[src/rtl/wa_pkg.sv]
package wa_pkg;

    localparam int CNT_W = 3;
    localparam logic [7:0] CFG_RESET = 8'hE0;

    typedef enum logic [2:0] {
        EV_NONE,
        EV_ALARM,
        EV_BUSY,
        EV_ONE,
        EV_ALL
    } ev_kind_t;

    typedef struct packed {
        ev_kind_t int_kind;
        ev_kind_t stop_kind;
    } src_map_t;

    typedef enum logic {
        PG_IDLE,
        PG_PULSE
    } pulse_state_t;

    function automatic src_map_t decode_src(input logic [2:0] s);
        src_map_t m;
        unique case (s)
            3'b000:  m = '{int_kind: EV_ALARM, stop_kind: EV_ALARM};
            3'b001:  m = '{int_kind: EV_BUSY,  stop_kind: EV_ALARM};
            3'b010:  m = '{int_kind: EV_ONE,   stop_kind: EV_ONE};
            3'b011:  m = '{int_kind: EV_BUSY,  stop_kind: EV_ONE};
            3'b110:  m = '{int_kind: EV_ALL,   stop_kind: EV_ALL};
            3'b111:  m = '{int_kind: EV_BUSY,  stop_kind: EV_ALL};
            default: m = '{int_kind: EV_NONE,  stop_kind: EV_NONE};
        endcase
        return m;
    endfunction

endpackage

[src/rtl/wa_limit_bank.sv]
module wa_limit_bank #(
    parameter int NUM_CH = 4,
    parameter int LIM_W  = 8,
    localparam int CH_W  = (NUM_CH > 1) ? $clog2(NUM_CH) : 1
) (
    input  logic                           clk,
    input  logic                           rst_n,
    input  logic                           wr,
    input  logic [CH_W-1:0]                chan,
    input  logic                           upper,
    input  logic [LIM_W-1:0]               wdata,
    output logic [NUM_CH-1:0][LIM_W-1:0]   hi_o,
    output logic [NUM_CH-1:0][LIM_W-1:0]   lo_o
);

    for (genvar i = 0; i < NUM_CH; i++) begin : g_lim
        logic sel;
        assign sel = wr && (chan == CH_W'(i));

        always_ff @(posedge clk or negedge rst_n) begin
            if (!rst_n) begin
                hi_o[i] <= '1;
                lo_o[i] <= '0;
            end else if (sel) begin
                if (upper) hi_o[i] <= wdata;
                else       lo_o[i] <= wdata;
            end
        end
    end

endmodule

[src/rtl/wa_chan_alarm.sv]
module wa_chan_alarm
    import wa_pkg::*;
#(
    parameter int LIM_W = 8
) (
    input  logic             clk,
    input  logic             rst_n,
    input  logic             hit,
    input  logic [LIM_W-1:0] code,
    input  logic [LIM_W-1:0] lim_hi,
    input  logic [LIM_W-1:0] lim_lo,
    input  logic [CNT_W-1:0] thresh,
    input  logic             clr,
    output logic             alarm_o
);

    logic [CNT_W-1:0] cnt_q;
    logic [CNT_W-1:0] cnt_nxt;
    logic             trip;

    // inclusive window test on the top bits
    assign trip    = (code <= lim_lo) || (code >= lim_hi);
    assign cnt_nxt = (cnt_q == '1) ? cnt_q : cnt_q + 1'b1;

    always_ff @(posedge clk or negedge rst_n) begin
        if (!rst_n) begin
            cnt_q   <= '0;
            alarm_o <= 1'b0;
        end else if (clr) begin
            cnt_q   <= '0;
            alarm_o <= 1'b0;
        end else if (hit) begin
            if (trip) cnt_q <= cnt_nxt;
            if (thresh == '0) begin
                alarm_o <= 1'b1;
            end else if (trip && (cnt_nxt >= thresh)) begin
                alarm_o <= 1'b1;
            end
        end
    end

    assert_alarm_sticky_R4: assert property (@(posedge clk) disable iff (!rst_n)
        alarm_o && !clr |=> alarm_o);

    assert_clear_all_R5: assert property (@(posedge clk) disable iff (!rst_n)
        clr |=> (cnt_q == '0) && !alarm_o);

endmodule

[src/rtl/wa_int_gen.sv]
module wa_int_gen
    import wa_pkg::*;
#(
    parameter int PULSE_CYC = 25,
    localparam int PW = (PULSE_CYC > 1) ? $clog2(PULSE_CYC + 1) : 1
) (
    input  logic clk,
    input  logic rst_n,
    input  logic event_i,
    input  logic pulse_mode,
    input  logic active_high,
    output logic int_o
);

    localparam logic [PW-1:0] LOAD = PW'(PULSE_CYC - 1);

    pulse_state_t  state_q, state_d;
    logic [PW-1:0] cnt_q, cnt_d;
    logic          ev_q;
    logic          rise;
    logic          active;

    assign rise = event_i && !ev_q;

    always_ff @(posedge clk or negedge rst_n) begin
        if (!rst_n) begin
            state_q <= PG_IDLE;
            cnt_q   <= '0;
            ev_q    <= 1'b0;
        end else begin
            state_q <= state_d;
            cnt_q   <= cnt_d;
            ev_q    <= event_i;
        end
    end

    always_comb begin
        state_d = state_q;
        cnt_d   = cnt_q;
        unique case (state_q)
            PG_IDLE: begin
                if (pulse_mode && rise) begin
                    state_d = PG_PULSE;
                    cnt_d   = LOAD;
                end
            end
            PG_PULSE: begin
                if (!pulse_mode) begin
                    state_d = PG_IDLE;
                    cnt_d   = '0;
                end else if (rise) begin
                    cnt_d = LOAD;
                end else if (cnt_q == '0) begin
                    state_d = PG_IDLE;
                end else begin
                    cnt_d = cnt_q - 1'b1;
                end
            end
        endcase
    end

    always_comb begin
        active = pulse_mode ? (state_q == PG_PULSE) : event_i;
        int_o  = active_high ? active : !active;
    end

    assert_pulse_start_R9: assert property (@(posedge clk) disable iff (!rst_n)
        pulse_mode && rise |=> state_q == PG_PULSE);

    assert_pulse_bound_R9: assert property (@(posedge clk) disable iff (!rst_n)
        state_q == PG_PULSE |-> cnt_q <= LOAD);

endmodule

[src/rtl/win_alarm_unit.sv]
module win_alarm_unit
    import wa_pkg::*;
#(
    parameter int NUM_CH    = 4,
    parameter int RES_W     = 12,
    parameter int LIM_W     = 8,
    parameter int PULSE_CYC = 25,
    localparam int CH_W     = (NUM_CH > 1) ? $clog2(NUM_CH) : 1
) (
    input  logic                  clk,
    input  logic                  rst_n,
    input  logic                  res_valid,
    input  logic [CH_W-1:0]       res_chan,
    input  logic [RES_W-1:0]      res_code,
    input  logic                  conv_busy,
    input  logic                  cfg_wr,
    input  logic [7:0]            cfg_wdata,
    input  logic                  cfg_rd,
    input  logic                  en_wr,
    input  logic [NUM_CH-1:0]     en_wdata,
    input  logic                  lim_wr,
    input  logic [CH_W-1:0]       lim_chan,
    input  logic                  lim_upper,
    input  logic [LIM_W-1:0]      lim_wdata,
    input  logic                  data_lo_rd,
    input  logic                  stop_ctl,
    output logic [2*NUM_CH-1:0]   status_o,
    output logic                  int_o,
    output logic                  stop_req_o
);

    logic [7:0]                   cfg_q;
    logic [NUM_CH-1:0]            en_q;
    logic [NUM_CH-1:0][LIM_W-1:0] lim_hi, lim_lo;
    logic [NUM_CH-1:0]            alarm;
    logic [LIM_W-1:0]             code_top;
    logic [CH_W-1:0]              scan_q;
    logic                         scan_last;
    logic                         dr1_q, dr4_q;
    logic                         alarm_any;
    src_map_t                     smap;
    logic                         int_ev, stop_ev;

    function automatic logic pick(input ev_kind_t k, input logic al,
                                  input logic bz, input logic d1, input logic d4);
        logic r;
        unique case (k)
            EV_ALARM: r = al;
            EV_BUSY:  r = bz;
            EV_ONE:   r = d1;
            EV_ALL:   r = d4;
            default:  r = 1'b0;
        endcase
        return r;
    endfunction

    always_ff @(posedge clk or negedge rst_n) begin
        if (!rst_n) begin
            cfg_q <= CFG_RESET;
            en_q  <= '0;
        end else begin
            if (cfg_wr) cfg_q <= cfg_wdata;
            if (en_wr)  en_q  <= en_wdata;
        end
    end

    wa_limit_bank #(.NUM_CH(NUM_CH), .LIM_W(LIM_W)) u_lim (
        .clk   (clk),
        .rst_n (rst_n),
        .wr    (lim_wr),
        .chan  (lim_chan),
        .upper (lim_upper),
        .wdata (lim_wdata),
        .hi_o  (lim_hi),
        .lo_o  (lim_lo)
    );

    assign code_top = res_code[RES_W-1 -: LIM_W];

    for (genvar i = 0; i < NUM_CH; i++) begin : g_ch
        logic hit;
        assign hit = res_valid && (res_chan == CH_W'(i));

        wa_chan_alarm #(.LIM_W(LIM_W)) u_ch (
            .clk     (clk),
            .rst_n   (rst_n),
            .hit     (hit),
            .code    (code_top),
            .lim_hi  (lim_hi[i]),
            .lim_lo  (lim_lo[i]),
            .thresh  (cfg_q[7:5]),
            .clr     (cfg_rd),
            .alarm_o (alarm[i])
        );
    end

    assign status_o = {alarm, alarm & en_q};

    // data-ready tracking
    assign scan_last = (scan_q == CH_W'(NUM_CH - 1));

    always_ff @(posedge clk or negedge rst_n) begin
        if (!rst_n) begin
            scan_q <= '0;
            dr1_q  <= 1'b0;
            dr4_q  <= 1'b0;
        end else begin
            if (res_valid) scan_q <= scan_last ? '0 : scan_q + 1'b1;

            if (res_valid)       dr1_q <= 1'b1;
            else if (data_lo_rd) dr1_q <= 1'b0;

            if (res_valid && scan_last) dr4_q <= 1'b1;
            else if (data_lo_rd)        dr4_q <= 1'b0;
        end
    end

    assign alarm_any = |(alarm & en_q);

    always_comb begin
        smap    = decode_src(cfg_q[4:2]);
        int_ev  = pick(smap.int_kind,  alarm_any, conv_busy, dr1_q, dr4_q);
        stop_ev = pick(smap.stop_kind, alarm_any, conv_busy, dr1_q, dr4_q);
    end

    assign stop_req_o = stop_ctl && stop_ev;

    wa_int_gen #(.PULSE_CYC(PULSE_CYC)) u_int (
        .clk         (clk),
        .rst_n       (rst_n),
        .event_i     (int_ev),
        .pulse_mode  (cfg_q[0]),
        .active_high (cfg_q[1]),
        .int_o       (int_o)
    );

    assert_ready_clear_R8: assert property (@(posedge clk) disable iff (!rst_n)
        data_lo_rd && !res_valid |=> !dr1_q && !dr4_q);

    assert_reserved_quiet_R7: assert property (@(posedge clk) disable iff (!rst_n)
        (cfg_q[4:3] == 2'b10) && !cfg_q[0] |-> int_o == !cfg_q[1]);

    assert_alarm_stop_R10: assert property (@(posedge clk) disable iff (!rst_n)
        stop_ctl && (cfg_q[4:3] == 2'b00) && |(status_o[NUM_CH-1:0]) |-> stop_req_o);

endmodule

[config.mk]
export PLATFORM = sky130hd
export DESIGN_NAME = win_alarm_unit
export DESIGN_NICKNAME = d
export VERILOG_FILES = /design/src/rtl/wa_pkg.sv /design/src/rtl/wa_limit_bank.sv /design/src/rtl/wa_chan_alarm.sv /design/src/rtl/wa_int_gen.sv /design/src/rtl/win_alarm_unit.sv
export SDC_FILE = /design/constraint.sdc
export NUM_CORES = 1
export LEC_CHECK = 0
export BUFFER_PORTS_ARGS = -buffer_cell sky130_fd_sc_hd__buf_2
export CORE_MARGIN = 2
export CORE_UTILIZATION = 43
export CTS_CLUSTER_DIAMETER = 50
export CTS_CLUSTER_SIZE = 16
export DETAILED_ROUTE_END_ITERATION = 6
export PLACE_DENSITY_LB_ADDON = 0.3
export SYNTH_ARGS = -nofsm -noshare
export SYNTH_HDL_FRONTEND = slang
export SYNTH_SLANG_ARGS = --single-unit
[constraint.sdc]
create_clock -name clk -period 5.7 [get_ports clk]
set_clock_uncertainty 0.15 [all_clocks]
set_input_delay 0.57 -clock clk [delete_from_list [all_inputs] [get_ports clk]]
set_output_delay 0.57 -clock clk [all_outputs]
set_load 0.1 [all_outputs]
==> results of run 1 <==
-- per-stage QoR --
step	utilization, %	setup WS (ps)	power [W]	cell area (µm²)	hold WS [ps]
final	48.64	2659	0.002226	7043	69.10
after CTS	48.64	2627	0.002250	7043	91.80
after global routing	48.64	2432	0.002398	7043	116.3
after floorplan	-	1108	0.001472	6331	124.4
after detailed placement	46.71	2750	0.001654	6763	329.3
after global placement	46.71	2779	0.001609	6763	318.3
-- sequential cells by signal (all words and copies together), names as in the netlist --
register,count
u_lim.hi_o,32
cfg_q,8
g_ch.u_ch.alarm_o,4
en_q,4
dr1_q,1
g_ch.u_ch.cnt_q,12
scan_q,2
u_int.cnt_q,5
u_int.ev_q,1
u_lim.lo_o,32
u_int.state_q,1
dr4_q,1
-- cell usage in the layout, fill, tap and decap left out, types with 3 or more instances in the layout --
cell type	synthesis	routed
nand4b_1	4	4
inv_1	72	72
nand2b_1	11	11
or2_2	5	5
a21o_1	7	7
mux2i_1	3	3
mux2_2	48	48
o22ai_1	3	3
nand3_1	9	9
nor2b_1	12	12
a211oi_1	6	6
o21ai_0	50	50
dfrtp_1	68	68
o211ai_1	3	3
a22o_1	3	3
nor3_1	4	4
buf_2	1	51
nand4_1	9	9
dfstp_2	35	35
and2_1	6	6
nor2_1	29	29
nand2_1	47	47
buf_4	4	3
o31ai_1	5	5
ha_1	83	83
a21oi_1	27	27
xnor2_1	5	5
a311oi_1	3	3
a31oi_1	4	4
clkbuf_16	0	9
-- synthesized netlist by cell type, drive strengths merged --
cell | number | area share, %
ha | 83 | 16
inv | 72 | 4.3
dfrtp | 68 | 27
o21ai | 52 | 4.1
mux2 | 51 | 9.1
nand2 | 47 | 2.8
dfstp | 35 | 15
nor2 | 30 | 1.9
a21oi | 27 | 2.1
nor2b | 12 | 1.2
clkbuf | 11 | 0.65
nand2b | 11 | 1.1
nand3 | 11 | 1.0
nand4 | 9 | 0.89
a211oi | 8 | 1.1
a21o | 7 | 0.83
and2 | 6 | 0.59
o31ai | 6 | 0.79
or2 | 6 | 0.63
buf | 5 | 0.55
nor3 | 5 | 0.47
xnor2 | 5 | 0.69
a311oi | 4 | 0.83
a31oi | 4 | 0.40
nand4b | 4 | 0.55
nor3b | 4 | 0.63
o22ai | 4 | 0.49
a2111oi | 3 | 0.81
a22o | 3 | 0.42
mux2i | 3 | 0.47
o211ai | 3 | 0.36
a21boi | 2 | 0.24
o21a | 2 | 0.24
o21bai | 2 | 0.24
o31a | 2 | 0.28
or3 | 2 | 0.20
a221oi | 1 | 0.14
a222oi | 1 | 0.16
a31o | 1 | 0.14
and3 | 1 | 0.099
nor4 | 1 | 0.099
o2111ai | 1 | 0.14
o211a | 1 | 0.16
o311ai | 1 | 0.26
-- power by group through the flow --
stage	registers (W)	clock network (W)	logic [W]
detailed placement	0.000998	0	0.000656
floorplan	0.000974	0	0.000498
global placement	0.000990	0	0.000619
global route	0.00100	0.000642	0.000752
CTS	0.000985	0.000605	0.000659
finish	0.000985	0.000585	0.000656
-- kinds of logic (layout without fill, tap and decap cells) --
family                   count (synthesis)  count (layout)  synth area share, %
AND/OR/NAND/NOR                        149             149                12.16
AO/OA/AOI/OAI                          135             135                14.25
flip-flops                             103             103                41.41
buffers and inverters                   88             142                5.475
adder cells (fa/ha/maj)                 83              83                16.41
multiplexers                            54              54                9.607
XOR/XNOR                                 5               5               0.6918
-- layout make-up --
type | instances | area, µm² | area share [%]
clock buffer | 9 | 225.2 | 3.198
timing repair buffer | 54 | 277.8 | 3.944
sequential | 103 | 2621 | 37.22
multi-input combinational | 426 | 3363 | 47.75
inverter | 72 | 270.3 | 3.837
clock inverter | 7 | 55.05 | 0.7817
tap | 184 | 230.2 | 3.269
-- worst max-delay path by stage --
stage	end	slack [ps]	cells past startpoint
finish	int_o	2660	6
global route	int_o	2430	6
CTS	int_o	2630	6
detailed placement	g_ch[0].u_ch.cnt_q[0]	2750	9
global placement	g_ch[0].u_ch.cnt_q[0]	2780	9
floorplan	stop_req_o	1110	2
-- routing by layer --
| metal | global-route usage [%] | part of all wire [%] | wire [µm] | vias up |
|---|---|---|---|---|
| li1 | - | - | - | 2268 |
| met1 | 26.17 | 49 | 6827 | 2290 |
| met2 | 29.92 | 45 | 6260 | 96 |
| met3 | 4.921 | 4.6 | 632 | 9 |
| met4 | 3.725 | 0.98 | 136 | 0 |
| met5 | 0 | 0 | 0 | - |
-- worst max-delay path: stages (launching register included) --
cell and delay (ps):
dfrtp_1 420, a222oi_1 530, a2111oi_2 150, o22ai_2 160, o21ai_0 120, xnor2_1 150, buf_2 440
==> results.yml, run 1 <==
run_status:
  outcome: "completed"
critical_path:
  required_ps: 4980
  cp_data_arrival_time_ps: 2320
  crit_path_start: "g_ch[0].u_ch.alarm_o"
  critPathKind: "reg2out"
  r2r_start: "u_lim.lo_o[1]"
  critical_path.max_fanout: 4
  rr_endpoint: "g_ch[0].u_ch.cnt_q[0]"
  cp-start-kind: "flip-flop"
  r2r_cells: 8
  regToRegSetupSlack_ps: 3180
  crit_path_end_kind: "output port"
routing:
  num_vias: 4663
  wirelength_mm: 13.86
  drt_iter0_drc: 248
  routedWlPerCell_um: 16.21
  drc: 0
  via_per_inst: 5.454
  dr.pass1.iters: 4
  postRouteAntennaNets: 0
grt:
  antenna_found_initial: 0
  grt_pass1_wl_mm: 23.54
  grt_use_total_pct: 18.81
  grt_max_degree: 59
  first_global_vias: 4714
  overflow: 0
synthesis:
  synth_nets: 747
  synth_area_um2: 6330
  syn_inst: 617
  ys.warnings.count: 0
  ys_ff_latch: 103
  synth_cell_types: 60
  synth_seq_area_share_pct: 41.41
  syn_area_per_cell_um2: 10.26
power:
  clkPwrFrac_pct: 26.3
  vdd_drop_max_mv: 0.2021
  comb_power_share_pct: 29.5
  power.share.switching_pct: 32.94
  switchingPower_w: 0.0007334
  power_density_nw_per_um2: 316.1
  p_int_w: 0.001493
  seqPwrFrac_pct: 44.2
  p_leak_nw: 3.317
sta:
  period_needed_ps: 3041
  hold_viol_final: 0
  finalCritPeriodShare_pct: 53.34
  slew_violations: 0
  fmax_mhz: 328.9
  maxSlewHeadroom_pct: 42.04
  rsz0062_at_grt: "no"
  setup_viol: 0
  setup_tns_ps: 0
  worst_slew_pin_slew_ps: 865.6
clock_network:
  cts.htree.levels: 3
  cts_tree: "built"
  cts_buffers: 9
  ctsHoldBuffers: 0
  ctsResizeCount: 0
  cts_setup_buffers: 0
  cts_max_path_buffers: 2
  root_buffer: "clkbuf_16"
  cts_sinks: 103
  clk_pin_slew_ps: 70
  clk_latency_ps: 360
cells_and_area:
  final_cells: 855
  nFillCells: 1318
  flow.area_growth_from_synthesis_pct: 11.27
  antennaDiodeCount: 0
  final_layout_size_suffix_gt1_share_pct: 25.93
  final_nets: 796
place:
  post-dp-hpwl_mm: 10.01
  place_congestion: 0.8187
  io_buffers: 52
  placedCellCount: 839
floorplanning:
  die_w_um: 125.3
  dieArea_um2: 15710
  die_h_um: 125.3
  initial_core_util_pct: 43.72
  placementRows: 44
  coreArea_um2: 14480
  io_pins: 57
flow_run:
  maxCapViolCount: 0
hold_path:
  min_path_type: "in2async"
Power figures use the tool's default switching activity.
==> inputs of run 2 (changes only) <==
- clock period: 5.7 -> 2.8 ns (I/O delays scaled with it)
==> results.yml, run 2 (synthesis gave the netlist of run 1 again) <==
place:
  io_buffers: 52
  place_congestion: 0.8298
  place_area_um2: 6848
  placedCellCount: 845
  post-dp-hpwl_mm: 10.17
sta:
  hold_ws_ps: 12.19
  finalCritPeriodShare_pct: 92.13
  maxSlewHeadroom_pct: 59.44
  setup_tns_ps: 0
  slew_violations: 0
  worst_slew_pin_slew_ps: 608.4
  period_needed_ps: 2580
  hold_viol_final: 0
  fmax_mhz: 387.6
  rsz0062_at_grt: "no"
  setup_viol: 0
critical_path:
  critPathKind: "reg2out"
  critPathMaxStageDelay_ps: 390
  cp_data_arrival_time_ps: 2150
  critical_path.slowest_cell: "dfrtp_1"
  required_ps: 2370
  critical_path.max_fanout: 4
  cp_cell_sequence: "a222oi_1, buf_4, a2111oi_2, o22ai_2, o21ai_0, xnor2_2, buf_12"
  regToRegSetupSlack_ps: 360
  r2r_start: "u_lim.hi_o[30]"
  crit_path_end_kind: "output port"
  r2r_cells: 8
  rr_endpoint: "g_ch[3].u_ch.cnt_q[0]"
  cp-start-kind: "flip-flop"
routing:
  wirelength_mm: 13.91
  dr.pass1.iters: 4
  routedWlPerCell_um: 16.06
  drc: 0
  num_vias: 4702
  via_per_inst: 5.430
  postRouteAntennaNets: 0
  drt_iter0_drc: 163
clock_network:
  root_buffer: "clkbuf_16"
  cts_buffers: 9
  cts_tree: "built"
  cts.htree.levels: 3
  cts_sinks: 103
  clk_latency_ps: 350
  clk_pin_slew_ps: 60
  cts_max_path_buffers: 2
cells_and_area:
  antennaDiodeCount: 0
  final_cells: 866
  reg_top3: "u_lim.hi_o (32), u_lim.lo_o (32), g_ch.u_ch.cnt_q (12)"
  fin_area_um2: 7194
  nFillCells: 1335
  final_common_cell: "ha_1"
  layout_common_cells: "ha_1, inv_1, dfrtp_1"
  flow.area_growth_from_synthesis_pct: 13.66
  final_layout_size_suffix_gt1_share_pct: 26.69
  final_nets: 807
grt:
  grt_use_total_pct: 18.76
  met3_usage_pct: 4.664
  antenna_found_initial: 0
  grt_pass1_wl_mm: 23.45
  first_global_vias: 4809
  grt.busiest_layer: "met2"
  gr-usage-met1_pct: 25.04
  overflow: 0
  grt_max_degree: 59
  grt.met2_usage_pct: 29.60
floorplanning:
  coreArea_um2: 14480
  placementRows: 44
  io_pins: 57
  dieArea_um2: 15710
  initial_core_util_pct: 43.72
  die_h_um: 125.3
  die_w_um: 125.3
hold_path:
  hp-start: "cfg_wdata[2]"
  holdPathEnd: "cfg_q[2]"
  min_path_cells: 2
  min_path_type: "in2reg"
power:
  power_density_nw_per_um2: 646.7
  p_leak_nw: 3.394
  finalPower_w: 0.004653
  vdd_drop_max_mv: 0.4586
run_status:
  outcome: "completed"
flow_run:
  maxCapViolCount: 0
run 2: changes by cell type in the layout (fill, tap and decap cells not counted), moves of 2 or more:
| cell | change |
|---|---|
| dlygate4sd3_1 | +3 |
| inv_6 | -2 |
| buf_4 | +7 |
| clkbuf_1 | +2 |
| buf_12 | +2 |
run 2: worst max path at each step:
stage	start	to	slack, ps	cells past startpoint
floorplan	cfg_q[4]	stop_req_o	-120	2
global placement	res_code[5]	g_ch[3].u_ch.cnt_q[0]	360	8
detailed placement	res_code[5]	g_ch[3].u_ch.cnt_q[0]	290	8
CTS	g_ch[0].u_ch.alarm_o	int_o	8	6
global route	g_ch[3].u_ch.alarm_o	int_o	110	6
finish	g_ch[0].u_ch.alarm_o	int_o	220	7
run 2: per-layer routing:
metal  vias to the layer above  part of all wire, %
li1                       2292                    -
met1                      2263                   47
met2                       121                   45
met3                        26                  5.1
met4                         0                  3.1
met5                         -                    0
run 2: worst max-delay path: cells and delay by family, from the launching register on:
kind / cells / cell delay (ps)
AO/OA/AOI/OAI: 4 / 880
flip-flops: 1 / 390
buffers and inverters: 2 / 350
XOR/XNOR: 1 / 170
run 2: what timing repair did:
item | 4_1_cts | 5_1_grt
buffers inserted | 0 | 2
hold buffers | 3 | 0
hold endpoints to repair | 36 | 0
setup endpoints to repair | 0 | 1
gates resized for setup | 0 | 0
run 2: power breakdown:
group	switching [W]	total (W)	leakage (nW)	internal, W
registers	0.000156	0.00200	1.22	0.00185
clock network	0.000547	0.00127	0.143	0.000721
logic	0.000768	0.00138	2.03	0.000613
total	0.00147	0.00465	3.39	0.00318
run 2: area by class of cell:
| class | instances | area, µm² | share of cell area (%) |
|---|---|---|---|
| timing repair buffer | 65 | 395.4 | 5.496 |
| inverter | 72 | 270.3 | 3.757 |
| clock inverter | 4 | 55.05 | 0.7652 |
| tap | 184 | 230.2 | 3.200 |
| multi-input combinational | 426 | 3376 | 46.92 |
| clock buffer | 12 | 246.5 | 3.426 |
| sequential | 103 | 2621 | 36.43 |
run 2: per-stage QoR:
stage / worst slack [ps] / utilization, %
after floorplan: -119.1 / -
after global placement: 360.4 / 47.30
after detailed placement: 288.6 / 47.30
after CTS: 8.458 / 49.59
after global routing: 111.4 / 49.69
final: 220.3 / 49.69
==> inputs of run 3 (changes only) <==
- CORE_UTILIZATION: 43 -> 30
- PLACE_DENSITY_LB_ADDON: 0.3 -> not set
==> results.yml, run 3 (synthesis gave the netlist of run 1 again) <==
run_status:
  outcome: "completed"
sta:
  setup_tns_ps: 0
  slew_violations: 0
  maxSlewHeadroom_pct: 61.68
  finalCritPeriodShare_pct: 94.44
  worst_slew_pin_slew_ps: 573.9
  period_needed_ps: 2644
  hold_viol_final: 0
  fmax_mhz: 378.2
  setup_viol: 0
cells_and_area:
  reg_top3: "u_lim.hi_o (32), u_lim.lo_o (32), g_ch.u_ch.cnt_q (12)"
  final_common_cell: "ha_1"
  flow.area_growth_from_synthesis_pct: 16.60
  final_cells: 964
  layout_common_cells: "ha_1, inv_1, dfrtp_1"
  antennaDiodeCount: 0
  final_nets: 814
  final_layout_size_suffix_gt1_share_pct: 26.85
routing:
  postRouteAntennaNets: 0
  drc: 0
  wirelength_mm: 13.65
  routedWlPerCell_um: 14.15
  dr.pass1.iters: 5
  num_vias: 4532
  via_per_inst: 4.701
  drt_iter0_drc: 272
clock_network:
  cts_max_path_buffers: 2
  cts_tree: "built"
  cts_sinks: 103
  ctsResizeCount: 0
  clk_pin_slew_ps: 70
  cts.htree.levels: 3
  root_buffer: "clkbuf_16"
  cts_buffers: 9
  clk_latency_ps: 360
power:
  vdd_drop_max_mv: 0.3630
  power_density_nw_per_um2: 631.5
  p_leak_nw: 3.433
floorplanning:
  dieArea_um2: 22280
  initial_core_util_pct: 30.30
  io_pins: 57
  placementRows: 53
  die_h_um: 149.3
  die_w_um: 149.3
  coreArea_um2: 20890
critical_path:
  critPathKind: "reg2out"
  critical_path.max_fanout: 4
  regToRegSetupSlack_ps: 380
  r2r_start: "u_lim.hi_o[5]"
  crit_path_start: "g_ch[1].u_ch.alarm_o"
  cp_data_arrival_time_ps: 2210
  cp-endpoint: "int_o"
  cp-start-kind: "flip-flop"
  required_ps: 2370
  crit_path_end_kind: "output port"
  rr_endpoint: "g_ch[0].u_ch.cnt_q[0]"
  r2r_cells: 9
place:
  place_congestion: 0.7968
  post-dp-hpwl_mm: 9.697
  io_buffers: 52
  placedCellCount: 938
grt:
  first_global_vias: 4384
  overflow: 0
  grt_pass1_wl_mm: 22.54
  antenna_found_initial: 0
  grt_max_degree: 49
  grt_use_total_pct: 12.97
flow_run:
  maxCapViolCount: 0
hold_path:
  min_path_type: "in2reg"
## run 3: changes by cell type in the layout (fill, tap and decap cells not counted), sizes merged
cell         previous run  this run
clkinv                  2         5
dlygate4sd3             3         9
buf                    62        63
inv                    72        73
clkbuf                 12         9
clkinvlp                1         0
## run 3: per-stage QoR
step | utilization, % | worst slack [ps] | power, W | cell area [µm²] | hold WS (ps)
floorplan | - | -119.1 | 0.003003 | 6344 | -165.6
global placement | 33.40 | 334.6 | 0.003339 | 6977 | 100.6
detailed placement | 33.40 | 321.2 | 0.003378 | 6977 | 101.4
CTS | 35.30 | 38.38 | 0.004718 | 7373 | 1.510
global route | 35.33 | -1.872 | 0.005000 | 7381 | 5.684
finish | 35.33 | 155.6 | 0.004661 | 7381 | 15.27
## run 3: repair_timing
action | 4_1_cts | 5_1_grt
hold endpoints to repair | 33 | 0
buffers inserted | 0 | 1
setup endpoints to repair | 0 | 1
hold buffers | 9 | 0
## run 3: layout make-up
cell class              instances  area (µm²)
inverters                      72       270.3
clock inverters                 7       81.33
repair buffers                 72       462.9
fillers                      2090       13510
multi-input cells             426        3376
clock buffers                   9       225.2
well taps                     275       344.1
flip-flops and latches        103        2621
## run 3: worst min-delay path by stage
stage                       startpoint                    end  slack [ps]  depth (start not counted)
after global routing      cfg_wdata[3]               cfg_q[3]           6                          2
final                     cfg_wdata[6]               cfg_q[6]          20                          3
after global placement           rst_n  g_ch[2].u_ch.cnt_q[2]         100                          1
after floorplan                  rst_n               cfg_q[0]        -170                          0
after CTS                 cfg_wdata[3]               cfg_q[3]           2                          2
after detailed placement         rst_n  g_ch[2].u_ch.cnt_q[2]         100                          1
## run 3: worst max-delay path: stages, from the launching register on
cell and delay, ps:
dfrtp_1 420, a222oi_1 110, buf_4 160, a2111oi_2 320
o22ai_2 130, o21ai_0 330, xnor2_2 180, buf_12 200
## run 3: metal layers
| metal | vias up | GRT usage (%) | routed length (µm) |
|---|---|---|---|
| met1 | 2140 | 19.34 | 7408 |
| met3 | 5 | 2.508 | 595 |
| met5 | - | 0 | 0 |
| li1 | 2307 | - | - |
| met4 | 0 | 3.333 | 68 |
| met2 | 80 | 19.17 | 5572 |
## run 3: report_power, final
| group | internal, W | leakage [nW] | switching [W] |
|---|---|---|---|
| Sequential | 0.00185 | 1.22 | 0.000152 |
| Combinational | 0.000612 | 2.06 | 0.000743 |
| Clock | 0.000705 | 0.151 | 0.000603 |
